<file path="config.mk">
export PLATFORM = sky130hd
export DESIGN_NAME = ts_node_rx
export DESIGN_NICKNAME = d
export VERILOG_FILES = /design/src/rtl/ts_pkg.sv /design/src/rtl/ts_epoch_shreg.sv /design/src/rtl/ts_fine_cnt.sv /design/src/rtl/ts_epoch_latch.sv /design/src/rtl/ts_read_port.sv /design/src/rtl/ts_node_rx.sv
export SDC_FILE = /design/constraint.sdc
export NUM_CORES = 1
export LEC_CHECK = 0
export BUFFER_PORTS_ARGS = -buffer_cell sky130_fd_sc_hd__clkbuf_2
export CORE_ASPECT_RATIO = 1.2
export CORE_MARGIN = 8
export CORE_UTILIZATION = 60
export CTS_CLUSTER_DIAMETER = 120
export DETAILED_ROUTE_END_ITERATION = 10
export HOLD_SLACK_MARGIN = 0.08
export PLACE_DENSITY = 0.95
export SYNTH_ARGS = -nofsm -noshare
export SYNTH_HDL_FRONTEND = slang
export SYNTH_SLANG_ARGS = --single-unit
</file>
<file path="constraint.sdc">
create_clock -name clk_i -period 5.29 [get_ports clk_i]
set_input_delay 1.058 -clock clk_i [delete_from_list [all_inputs] [get_ports clk_i]]
set_output_delay 1.058 -clock clk_i [all_outputs]
set_load 0.005 [all_outputs]
</file>
<file path="src/rtl/ts_pkg.sv">
package ts_pkg;
  localparam int unsigned DEF_EPOCH_W = 32;
  localparam int unsigned DEF_SUB_W   = 24;
  localparam int unsigned DEF_NODE_W  = 16;

  function automatic int unsigned ts_width(int unsigned ew, int unsigned sw, int unsigned nw);
    return ew + sw + nw;
  endfunction
endpackage

</file>
<file path="src/rtl/ts_epoch_shreg.sv">
module ts_epoch_shreg #(
  parameter int unsigned W = ts_pkg::DEF_EPOCH_W
) (
  input  logic         clk_i,
  input  logic         rst_ni,
  input  logic         bit_vld_i,
  input  logic         bit_i,
  output logic [W-1:0] shreg_o
);
  logic [W-1:0] sh_q;

  // first bit received ends up in the MSB
  always_ff @(posedge clk_i or negedge rst_ni) begin
    if (!rst_ni)        sh_q <= '0;
    else if (bit_vld_i) sh_q <= {sh_q[W-2:0], bit_i};
  end

  assign shreg_o = sh_q;
endmodule

</file>
<file path="src/rtl/ts_fine_cnt.sv">
module ts_fine_cnt #(
  parameter int unsigned W = ts_pkg::DEF_SUB_W
) (
  input  logic         clk_i,
  input  logic         rst_ni,
  input  logic         tick_i,
  input  logic         clr_i,
  output logic [W-1:0] cnt_o
);
  localparam logic [W-1:0] CntMax = '1;

  logic [W-1:0] cnt_q;
  logic         at_max;

  assign at_max = (cnt_q == CntMax);

  // clear beats tick; saturate instead of wrapping
  always_ff @(posedge clk_i or negedge rst_ni) begin
    if (!rst_ni)                cnt_q <= '0;
    else if (clr_i)             cnt_q <= '0;
    else if (tick_i && !at_max) cnt_q <= cnt_q + W'(1);
  end

  assign cnt_o = cnt_q;
endmodule

</file>
<file path="src/rtl/ts_epoch_latch.sv">
module ts_epoch_latch #(
  parameter int unsigned W = ts_pkg::DEF_EPOCH_W
) (
  input  logic         clk_i,
  input  logic         rst_ni,
  input  logic         load_i,
  input  logic [W-1:0] d_i,
  output logic [W-1:0] q_o,
  output logic         synced_o
);
  logic [W-1:0] ep_q;
  logic         sync_q;

  always_ff @(posedge clk_i or negedge rst_ni) begin
    if (!rst_ni) begin
      ep_q   <= '0;
      sync_q <= 1'b0;
    end else if (load_i) begin
      ep_q   <= d_i;
      sync_q <= 1'b1;
    end
  end

  assign q_o      = ep_q;
  assign synced_o = sync_q;
endmodule

</file>
<file path="src/rtl/ts_read_port.sv">
module ts_read_port #(
  parameter int unsigned W = ts_pkg::ts_width(ts_pkg::DEF_EPOCH_W, ts_pkg::DEF_SUB_W,
                                              ts_pkg::DEF_NODE_W)
) (
  input  logic         clk_i,
  input  logic         rst_ni,
  input  logic         req_i,
  input  logic [W-1:0] d_i,
  output logic         vld_o,
  output logic [W-1:0] ts_o
);
  logic         vld_q;
  logic [W-1:0] ts_q;

  // one register stage: every field is taken at the same edge
  always_ff @(posedge clk_i or negedge rst_ni) begin
    if (!rst_ni) begin
      vld_q <= 1'b0;
      ts_q  <= '0;
    end else begin
      vld_q <= req_i;
      if (req_i) ts_q <= d_i;
    end
  end

  assign vld_o = vld_q;
  assign ts_o  = ts_q;
endmodule

</file>
<file path="src/rtl/ts_node_rx.sv">
module ts_node_rx #(
  parameter int unsigned     EPOCH_W = ts_pkg::DEF_EPOCH_W,
  parameter int unsigned     SUB_W   = ts_pkg::DEF_SUB_W,
  parameter int unsigned     NODE_W  = ts_pkg::DEF_NODE_W,
  parameter logic [NODE_W-1:0] NODE_ID = '0,
  localparam int unsigned    TS_W    = ts_pkg::ts_width(EPOCH_W, SUB_W, NODE_W)
) (
  input  logic            clk_i,
  input  logic            rst_ni,
  input  logic            tick_i,
  input  logic            bit_vld_i,
  input  logic            bit_i,
  input  logic            epoch_i,
  input  logic            rd_req_i,
  output logic            rd_vld_o,
  output logic [TS_W-1:0] rd_ts_o,
  output logic            synced_o
);
  logic [EPOCH_W-1:0] shreg;
  logic [EPOCH_W-1:0] epoch_q;
  logic [SUB_W-1:0]   sub_q;
  logic [TS_W-1:0]    ts_now;

  ts_epoch_shreg #(.W(EPOCH_W)) u_shreg (
    .clk_i     (clk_i),
    .rst_ni    (rst_ni),
    .bit_vld_i (bit_vld_i),
    .bit_i     (bit_i),
    .shreg_o   (shreg)
  );

  ts_fine_cnt #(.W(SUB_W)) u_cnt (
    .clk_i  (clk_i),
    .rst_ni (rst_ni),
    .tick_i (tick_i),
    .clr_i  (epoch_i),
    .cnt_o  (sub_q)
  );

  ts_epoch_latch #(.W(EPOCH_W)) u_epoch (
    .clk_i    (clk_i),
    .rst_ni   (rst_ni),
    .load_i   (epoch_i),
    .d_i      (shreg),
    .q_o      (epoch_q),
    .synced_o (synced_o)
  );

  // node ID in the low bits breaks ties between nodes
  assign ts_now = {epoch_q, sub_q, NODE_ID};

  ts_read_port #(.W(TS_W)) u_rd (
    .clk_i  (clk_i),
    .rst_ni (rst_ni),
    .req_i  (rd_req_i),
    .d_i    (ts_now),
    .vld_o  (rd_vld_o),
    .ts_o   (rd_ts_o)
  );
endmodule

</file>
## Word-level counts from Yosys, hierarchy flattened

Cells that the tools add are included.

| storage, ports and cells | value |
|---|---|
| logic and storage cells | 13 |
| output and inout port bits | 74 |
| input bits | 7 |
| bits in registers | 146 |

| operators by class | value |
|---|---|
| reductions and logical operators | 3 |
| add/sub/neg operators | 1 |
| equality and inequality tests | 1 |
| multiplexer cells | 2 |

Operator list:

| kind | number |
|---|---|
| $mux W24 | 2 |
| $add A24 B1 Y24 const B | 1 |
| $eq A24 B24 Y1 const B | 1 |
| $reduce_bool A2 Y1 | 1 |
| $logic_and A1 B1 Y1 | 1 |
| $logic_not A1 Y1 | 1 |

## Longest topological paths before layout

Gate-level depths: netlist (run 1).

| logic depth | value |
|---|---|
| depth after elaboration | 5 |
| depth in mapped cells | 6 |
| depth with buffers taken out | 6 |

## By module

From an unflattened synthesis (run 1), not the netlist that was laid out.

| second synthesis, totals | value |
|---|---|
| cell total of the unflattened synthesis | 434 |
| area, all modules | 7128.1 µm² |

Modules (own cells, without submodules):

| module | sequential area each (µm²) | cells each | instances | area an instance (µm²) |
|---|---|---|---|---|
| ts_read_port | 1826.8 | 153 | 1 | 3051.7 |
| ts_epoch_latch | 825.8 | 70 | 1 | 1372.6 |
| ts_fine_cnt | 600.6 | 142 | 1 | 1355.0 |
| ts_epoch_shreg | 800.8 | 68 | 1 | 1345.0 |
| ts_node_rx | 0.0 | 1 | 1 | 3.8 |

## Least setup slack after synthesis (run 1)

Ideal clock, no wire load.

| timing | value |
|---|---|
| kind | in2reg |
| from | in rd_req_i |
| to | reg u_rd.ts_q[31] (netlist: u_rd.ts_o[31]) |
| stages on the path | 3 |
| path buffers | 2 |
| library setup time | 0.125 ns |
| arrival | 2.076 ns |
| required time | 5.165 ns |
| path slack | 3.089 ns |
| cells stage by stage | clkbuf_1 -> clkbuf_1 -> mux2_2 |

RTL lines:

| item | line | RTL |
|---|---|---|
| from (decl) | ts_node_rx.sv:14 | `input logic rd_req_i,` |
| to (signal assigned) | ts_read_port.sv:22 | `if (req_i) ts_q <= d_i;` |
| to (decl) | ts_read_port.sv:13 | `logic [W-1:0] ts_q;` |

No word-level cell between the ends.

## Worst setup path after layout (run 1)

| timing | value |
|---|---|
| from | reg u_cnt.cnt_q[8] (netlist: u_cnt.cnt_o[8]) |
| to | reg u_cnt.cnt_q[9] (netlist: u_cnt.cnt_o[9]) |

| between the ends | value |
|---|---|
| longest elaborated chain between the ends | 4 |
| elaborated cells on any way between the ends | 7 |
| classes of those cells | add/sub (1); eq/ne (1); mux (2); reduce/logical (3) |

RTL lines:

| item | line | RTL |
|---|---|---|
| from (decl) | ts_fine_cnt.sv:12 | `logic [W-1:0] cnt_q;` |
| from (signal assigned) | ts_fine_cnt.sv:21 | `else if (tick_i && !at_max) cnt_q <= cnt_q + W'(1);` |
| branches (longest 4 deep; another with $add A24 B1 Y24) | n/a |  |

Parallel ways; which one is timed is not known. The select of a mux whose other input is x is not followed.
A chain may end at the register's enable or synchronous reset.

==> results by stage, run 1 <==
Run status:
- The run finished with clean final reports.

Routing:
- The average via count per standard cell is 5.626.
- The overall routed net length is 11040 um.
- The DRC violation total after the first TritonRoute iteration is 228.
- The via count of the routed design is 3516.
- The post-route DRC violation count is 0.
- The count of antenna-violating nets left after detailed routing is 0.
- The first detailed-routing pass took 6 iterations.
- The final routed wire length divided by cell count is between 15 and 20 um.

Floorplan:
- The floorplan step defined a core boundary enclosing 9859 um2.
- The die boundary height is ~130 um.
- The effective utilization at floorplan is 60.38%.
- The number of placement rows is 40.
- In this run the horizontal extent of the chip is ~110 um.
- The die covers 13380 um2.
- During I/O placement, the number of pins put on the boundary was 81.

Clock network:
- The tree is rooted in a clkbuf_16.
- After clock tree synthesis, the clock-pin slew on the worst setup and hold paths is around 60 ps.
- The maximum count of clock buffers along a single path is 2.
- For the worst-skew pair, the clock arrives at the later sink with an insertion delay of 400 ps.
- The number of post-CTS setup repair buffers is 0.
- CTS saw 146 sinks.
- The H-tree was split into 4 levels.
- The number of hold buffers added after CTS was 0.
- The number of buffers added by the clock tree synthesis step is 17.
- TritonCTS built the clock tree.
- The number of instances resized during post-cts repair is 0.

Yosys:
- Summed over its instances, the top area cell type makes up between 60 and 70% of the synthesized netlist area.
- Synthesis inferred 146 register bits.
- A synthesized cell averages between 10 and 15 um2.
- The most instantiated flip-flop cell in the synthesis netlist is dfrtp_1.
- The post-synthesis cell type count is 42.
- Yosys mapped a number of flops with a built-in enable equal to 0.
- The synthesized netlist occupies a cell area of 5953 um2.
- The most common cell in the synthesized netlist is dfrtp_1.
- The number of warnings printed during yosys synthesis is 0.
- Ranked by total cell area, the synthesized netlist is headed by dfrtp_1 (61%), mux2_2 (23%), buf_4 (2.0%).
- Of all flip-flops after synthesis, the portion carrying an async set or reset was 100.0%.
- The gate count after technology mapping is 419.
- The sequential area share after synthesis is between 60 and 70%.
- The largest area contributor in the netlist is dfrtp_1.
- By count the netlist is led by dfrtp_1 (146), mux2_2 (122), nor2_1 (19), buf_4 (16), clkbuf_1 (14).

Hold path:
- The hold-critical path depth is 1.
- The tightest min-delay check is of the reg2reg type.

Timing:
- At the pin with the least slew margin, the transition time is 985.6 ps.
- The relative slew slack is 34.29%.
- For the final routed database, the setup TNS stands at 0 ps.
- The final number of hold-violating endpoints is 0.
- The final critical delay including setup and external delays is roughly 2300 ps.
- The number of setup violations in the final report is 0.
- Setup repair after global routing left no endpoint under its margin.
- The final count of pins violating max slew is 0.
- The portion of the clock cycle consumed by the worst path in the final layout is 42.63%.
- The worst clock skew is 7.383 ps.
- Timing would allow up to 443.4 MHz.

GRT:
- Entering global routing, the biggest net connects 115 pins.
- Global routing used 17.27% of the available tracks across all layers.
- The total grt overflow is 0.
- The first global-routing pass estimated around 19000 um of wire.
- The initial antenna violation count came to 0.
- The via count of the first global-routing pass is ~3.7k.

Setup path:
- STA classifies the critical path startpoint as a flop.
- The slowest cell on the critical path is nor4_1.
- The category of the most critical setup path is reg2reg.
- The required time at the worst-slack endpoint is 5580 ps.
- Traced cell by cell, the critical path runs through nand4_2 > nor4_1 > a21oi_1 > nand4_1 > mux2_2.
- The largest single stage delay on the critical path is roughly 560 ps.
- The kind of capture point of the worst setup path is a flop.
- Counting both buffers and inverters, the worst setup path holds a total of 0.
- Data arrives at the worst endpoint at ~2500 ps.
- The kind of cell adding the most delay to the critical path is simple AND/OR/NAND/NOR gates.
- Counting buffers and inverters, the worst setup path is 5 cells deep.
- The top fanout value on the critical path is 8.
- The worst register-to-register path has a depth of 5.

Run:
- Across the run, the number of max-cap violations was 0.

Placement:
- The wire-length estimate of the detail-placed layout is 7161 um.
- After detailed placement, the design holds a cell count of just under 600.
- The placer congestion estimate is 0.8752.
- The count of buffers added on input and output ports is 64.

Final layout:
- Cells with a size suffix above 1 make up between 40% and 50% of the layout.
- The signed area change from the synthesized netlist to the final layout is 16.04%.
- After the last flow step, the layout net total stands at 494.
- Fill cells in the final layout number 651.
- The post-layout instance count excluding filler cells is 625.
- The diode insertion count for antenna repair is 0.

Power and ir drop:
- The worst-case IR drop observed on VDD is ~0.36 mV.
- The ratio of total power to cell area is 465.8 nW/um2.
- The standby leakage power is ~3.3 nW.
worst reg2reg max path, stage by stage, from the launching register on:
cell	delay (ps)
dfrtp_1	460
nand4_2	210
nor4_1	560
a21oi_1	360
nand4_1	210
mux2_2	340
sequential cells by signal, summed over array words and instances, names as in the netlist:
signal	flops
u_rd.ts_o	56
u_epoch.q_o	32
u_shreg.shreg_o	32
u_cnt.cnt_o	24
u_epoch.synced_o	1
u_rd.vld_o	1
cell type report:
| type | instances | area [um2] | area share (%) |
|---|---|---|---|
| flip-flops and latches | 146 | 3654 | 52.89 |
| multi-input cells | 252 | 2161 | 31.28 |
| clock buffers | 20 | 446.7 | 6.466 |
| repair buffers | 67 | 349.1 | 5.053 |
| well taps | 126 | 157.7 | 2.282 |
| clock inverters | 12 | 132.6 | 1.920 |
| inverters | 2 | 7.507 | 0.1087 |
per-stage QoR:
stage,total power (W),utilization (%),setup slack (ps),cell area (um2),hold WS [ps]
floorplan,0.001855,-,3089,6010,462.2
detailed placement,0.002081,64.19,2868,6329,456.2
CTS,0.003256,70.06,3062,6908,471.5
global placement,0.002030,64.19,2890,6329,455.2
global route,0.003371,70.06,2961,6908,488.1
finish,0.003218,70.06,3035,6908,473.7
cell families after synthesis:
kind of cell	Yosys count	share of synthesized area [%]
and+or+nand+nor	78	7.209
adders and majority gates	1	0.2101
xor gates and xnor gates	9	1.324
muxes	127	24.13
other	1	0.06299
buffers and inverters	36	3.279
AOI/OAI and AO/OA	21	2.417
DFF	146	61.37
routing by layer:
metal  track usage (%)  part of all wire [%]  vias to the layer above
li1                  -                     -                     1595
met1             19.72                    41                     1812
met2             29.28                    53                       94
met3             4.728                   4.7                       15
met4             7.884                   1.7                        0
met5                 0                     0                        -
cells in the final DEF, fill, tap and decap left out, types with 2 or more instances in the layout:
master and count:
clkbuf_16 17, mux2_4 2, nand2_1 7, or4_1 2, xor2_1 7, clkinv_2 3, conb_1 16, and2_1 2
dfrtp_1 146, or3_1 6, a21oi_1 8, clkbuf_1 2, inv_1 2, o21ai_1 3, nor3_1 5, bufinv_16 2
buf_4 3, nor2_1 19, nor3_2 2, clkbuf_2 63, nor2b_1 7, and3_1 3, inv_6 2, mux2_1 2
clkinv_4 2, nand3_1 7, mux2_2 122, clkinvlp_4 3, xnor2_1 2, nand4_1 12
power breakdown:
| part | switching, W | leakage (nW) | internal, W |
|---|---|---|---|
| Sequential | 0.000182 | 1.89 | 0.00141 |
| Clock | 0.000444 | 0.277 | 0.000708 |
| Combinational | 0.000183 | 1.14 | 0.000295 |
worst paths after layout:
check,slack [ps],end,start
hold / removal,470,u_epoch.synced_o$_DFFE_PN0P_,u_epoch.synced_o$_DFFE_PN0P_
setup reg to reg,3030,u_cnt.cnt_o[9]$_DFFE_PN0P_,u_cnt.cnt_o[8]$_DFFE_PN0P_
max in group asynchronous,3480,u_epoch.q_o[6]$_DFFE_PN0P_,rst_ni
setup / recovery,3030,u_cnt.cnt_o[9]$_DFFE_PN0P_,u_cnt.cnt_o[8]$_DFFE_PN0P_
hold reg to reg,470,u_epoch.synced_o$_DFFE_PN0P_,u_epoch.synced_o$_DFFE_PN0P_
min in group asynchronous,800,u_rd.ts_o[34]$_DFFE_PN0P_,rst_ni
Power figures use the tool's default switching activity.
==> run 2, diff against run 1 <==
--- a/config.mk
+++ b/config.mk
@@ -8,11 +8,11 @@
 export BUFFER_PORTS_ARGS = -buffer_cell sky130_fd_sc_hd__clkbuf_2
 export CORE_ASPECT_RATIO = 1.2
 export CORE_MARGIN = 8
-export CORE_UTILIZATION = 60
+export CORE_UTILIZATION = 57
 export CTS_CLUSTER_DIAMETER = 120
 export DETAILED_ROUTE_END_ITERATION = 10
 export HOLD_SLACK_MARGIN = 0.08
-export PLACE_DENSITY = 0.95
+export PLACE_DENSITY = 0.91
 export SYNTH_ARGS = -nofsm -noshare
 export SYNTH_HDL_FRONTEND = slang
 export SYNTH_SLANG_ARGS = --single-unit
==> constraint.sdc (replaced) <==
create_clock -name clk_i -period 2.19 [get_ports clk_i]
set_input_delay 0.438 -clock clk_i [delete_from_list [all_inputs] [get_ports clk_i]]
set_output_delay 0.438 -clock clk_i [all_outputs]
set_load 0.005 [all_outputs]
==> run 2 against run 1 <==
Against the previous run:
- via count grew 0.20%
- clock power grew 130%
- global-route usage grew 0.12 points
- cell area grew 1.4%
- critical path depth is the same
- die area grew 4.5%
- highest routed layer unchanged
==> results by stage, run 2 (synthesis results as in run 1) <==
Routing:
- The via count of the routed design is 3523 (+0.20%).
- The count of antenna-violating nets left after detailed routing is 0 (unchanged).
- The overall routed net length came to 11320 um (+2.5%).
- The average via count per standard cell is 5.566 (-1.1%).
- The post-route DRC violation count is 0 (unchanged).
- The length of the first detailed-routing pass in iterations is 4 (-2).
- The DRC violation total after the first TritonRoute iteration is 169 (-26%).
- The final routed wire length divided by cell count was 17.88 um (+1.2%).

Floorplan:
- The horizontal die dimension is 109.3 um (+2.2%).
- The die footprint is 13980 um2 (+4.5%).
- The die boundary height is 128.0 um (+2.3%).
- The count of boundary I/O pins came to 81 (unchanged).
- The area of the core region is 10360 um2 (+5.1%).
- The number of placement rows is 41 (+2.5%).
- The effective utilization at floorplan is 57.45% (-2.9 points).

GRT:
- The first-pass GRT wire length is 19000 um (+2.6%).
- The initial antenna violation count is 0 (unchanged).
- The met3 layer usage reported by global route is 4.728% (about the same).
- The global-route met1 utilization is 20.24% (+0.52 points).
- The layer with the highest usage after global routing is met2.
- The total grt overflow is 0 (unchanged).
- The all-layer global routing usage is 17.38% (+0.12 points).
- The via count of the first global-routing pass was 3835 (+2.3%).
- The met2 track demand over resource in global routing is 29.03% (-0.25 points).
- The maximum number of pins on one net before global-route repair is 66 (-43%).

Setup path:
- The data arrival time of the critical path is 2360 ps (-180 ps).
- The worst-case register-to-register setup slack is 120 ps (-2910 ps).
- The top fanout value on the critical path is 7 (-1).
- The category of the most critical setup path is reg2reg.
- In this run the critical register-to-register path is captured at u_cnt.cnt_o[19]$_DFFE_PN0P_.
- The length in cells of the worst reg-to-reg path is 5 (unchanged).
- The critical path buffer and inverter count is 0 (unchanged).
- The required time at the worst-slack endpoint is 2480 ps (-3100 ps).
- The biggest cell delay along the critical path came to 620 ps (+60 ps).
- The signal on the critical path passes through nand4_2 > or4_4 > o21ai_4 > or3_1 > mux2_4.
- On the critical path the largest part of the delay comes from simple AND/OR/NAND/NOR gates.
- The kind of capture point of the worst setup path is a flop.
- STA classifies the critical path startpoint as a flop.
- Among all stages on the critical path, the largest delay is contributed by or4_4.
- The origin of the critical flop-to-flop path is u_cnt.cnt_o[8]$_DFFE_PN0P_.

Clock network:
- The TritonCTS clock tree is done.
- The buffer cell driving the clock tree root is clkbuf_16.
- The deepest level of the CTS H-tree came to 4 (unchanged).
- The clock-pin slew reported for the worst setup and hold paths after clock tree synthesis is 60 ps (about the same).
- The latest clock arrival within the worst-skew pair is 410 ps (about the same).
- The number of sinks on the clock net was 146 (unchanged).
- The maximum count of clock buffers along a single path is 2 (unchanged).
- The number of buffers added by the clock tree synthesis step came to 17 (unchanged).

Final layout:
- The number of flip-flops under the largest register name is 56 (unchanged).
- The final core utilization came to 67.59% (-2.5 points).
- The most frequent standard cell in the layout excluding fill and tap cells is dfrtp_1.
- Relative to the synthesized area, the layout overhead comes to 17.65%.
- The diode insertion count for antenna repair came to 0 (unchanged).
- The number of fill cells in the layout is 738 (+13%).
- In the layout the commonest cells are dfrtp_1 (146), mux2_2 (122), clkbuf_2 (63).
- The fraction of layout cells with a size suffix above 1 was 46.43% (+0.54 points).
- The post-layout net count is 503 (+1.8%).

Timing:
- The maximum clock frequency was 484.2 MHz (+9.2%).
- The final number of hold-violating endpoints is 0 (unchanged).
- The number of setup violations in the final report is 0 (unchanged).
- The final critical delay including setup and external delays is 2065 ps (-189.8 ps).
- The transition time of the tightest slew-check pin is 528.4 ps (-457.2 ps).
- Setup repair after global routing left no endpoint under its margin.
- The relative slew slack is 64.77% (+30 points).
- The portion of the clock cycle consumed by the worst path in the final layout is 94.31% (+52 points).
- The final count of pins violating max slew is 0 (unchanged).
- The final-layout setup total negative slack is 0 ps (unchanged).
- The worst clock skew is 7.331 ps (-0.05270 ps).

Power and ir drop:
- The maximum ir drop on the vdd rail is 0.7901 mV (+120%).
- The ratio of total power to cell area is 1089 nW/um2 (+130%).
- The standby leakage power came to 3.358 nW (+1.7%).
- The total power came to 0.007625 W (+140%).

Run status:
- The flow ran to the end, and the final reports show no timing, DRC or antenna violations.

Run:
- The max-capacitance violation count is 0 (unchanged).

Placement:
- The HPWL after detailed placement is 7518 um (+5.0%).
- The count of buffers from port buffering came to 64 (unchanged).
- The placer congestion estimate is 0.8535 (-2.5%).

Hold path:
- The path with the worst hold slack has its endpoint at u_shreg.shreg_o[0]$_DFFE_PN0P_.
- The min-delay analysis places its worst path in the category in2reg.
- The worst hold path startpoint is bit_i.
- The hold-critical path depth was 2 (+1).
[run 2: changes by cell type in the layout (fill, tap and decap cells not counted), sizes merged]
cell         delta
buf             +8
clkinvlp        -3
clkbuf          +2
inv             -2
bufinv          -1
dlygate4sd3     +1
[run 2: worst reg2reg max path, cell delays in order, from the launching register on]
cell and delay, ps:
dfrtp_1 440, nand4_2 180, or4_4 620, o21ai_4 240, or3_1 170, mux2_4 290
[run 2: how the worst max path moves through the flow]
stage                     slack (ps)                         from                          end  cells after the start
after floorplan                  250   u_cnt.cnt_o[8]$_DFFE_PN0P_  u_cnt.cnt_o[19]$_DFFE_PN0P_                      5
after global placement           240   u_cnt.cnt_o[8]$_DFFE_PN0P_  u_cnt.cnt_o[19]$_DFFE_PN0P_                      5
after detailed placement         180   u_cnt.cnt_o[8]$_DFFE_PN0P_  u_cnt.cnt_o[11]$_DFFE_PN0P_                      5
after CTS                        120   u_cnt.cnt_o[8]$_DFFE_PN0P_   u_cnt.cnt_o[2]$_DFFE_PN0P_                      5
after global routing              40  u_cnt.cnt_o[16]$_DFFE_PN0P_  u_cnt.cnt_o[19]$_DFFE_PN0P_                      5
final                            120   u_cnt.cnt_o[8]$_DFFE_PN0P_  u_cnt.cnt_o[19]$_DFFE_PN0P_                      5
[run 2: metal layers]
| layer | share of wire, % | routed length [um] |
|---|---|---|
| met4 | 2.4 | 269 |
| met1 | 41 | 4589 |
| met2 | 53 | 5973 |
| met3 | 4.3 | 485 |
| met5 | 0 | 0 |
[run 2: stage by stage]
stage	std cells	instance area [um2]	setup slack [ps]	hold slack, ps
global route	633	7004	36.31	276.4
global placement	604	6455	236.9	433.6
detailed placement	604	6455	181.0	443.7
floorplan	434	6010	251.9	142.4
finish	633	7004	124.6	284.4
CTS	633	6998	120.7	268.6
[run 2: layout make-up]
type / instances / area (um2) / area share (%)
Sequential cell: 146 / 3654 / 52.16
Multi-Input combinational cell: 252 / 2167 / 30.94
Timing Repair Buffer: 76 / 481.7 / 6.877
Clock buffer: 22 / 474.2 / 6.770
Tap cell: 129 / 161.4 / 2.304
Clock inverter: 6 / 58.81 / 0.8396
Inverter: 2 / 7.507 / 0.1072
[run 2: what timing repair did]
action / 4_1_cts / 5_1_grt
hold buffers: 1 / 0
resized for setup: 0 / 1
buffers inserted: 0 / 0
setup endpoints to repair: 0 / 3
hold endpoints to repair: 53 / 0
[run 2: power breakdown]
group / switching, W / total, W / internal [W] / leakage, nW
clock network: 0.00102 / 0.00264 / 0.00162 / 0.267
registers: 0.000423 / 0.00382 / 0.00340 / 1.89
logic: 0.000437 / 0.00117 / 0.000729 / 1.20
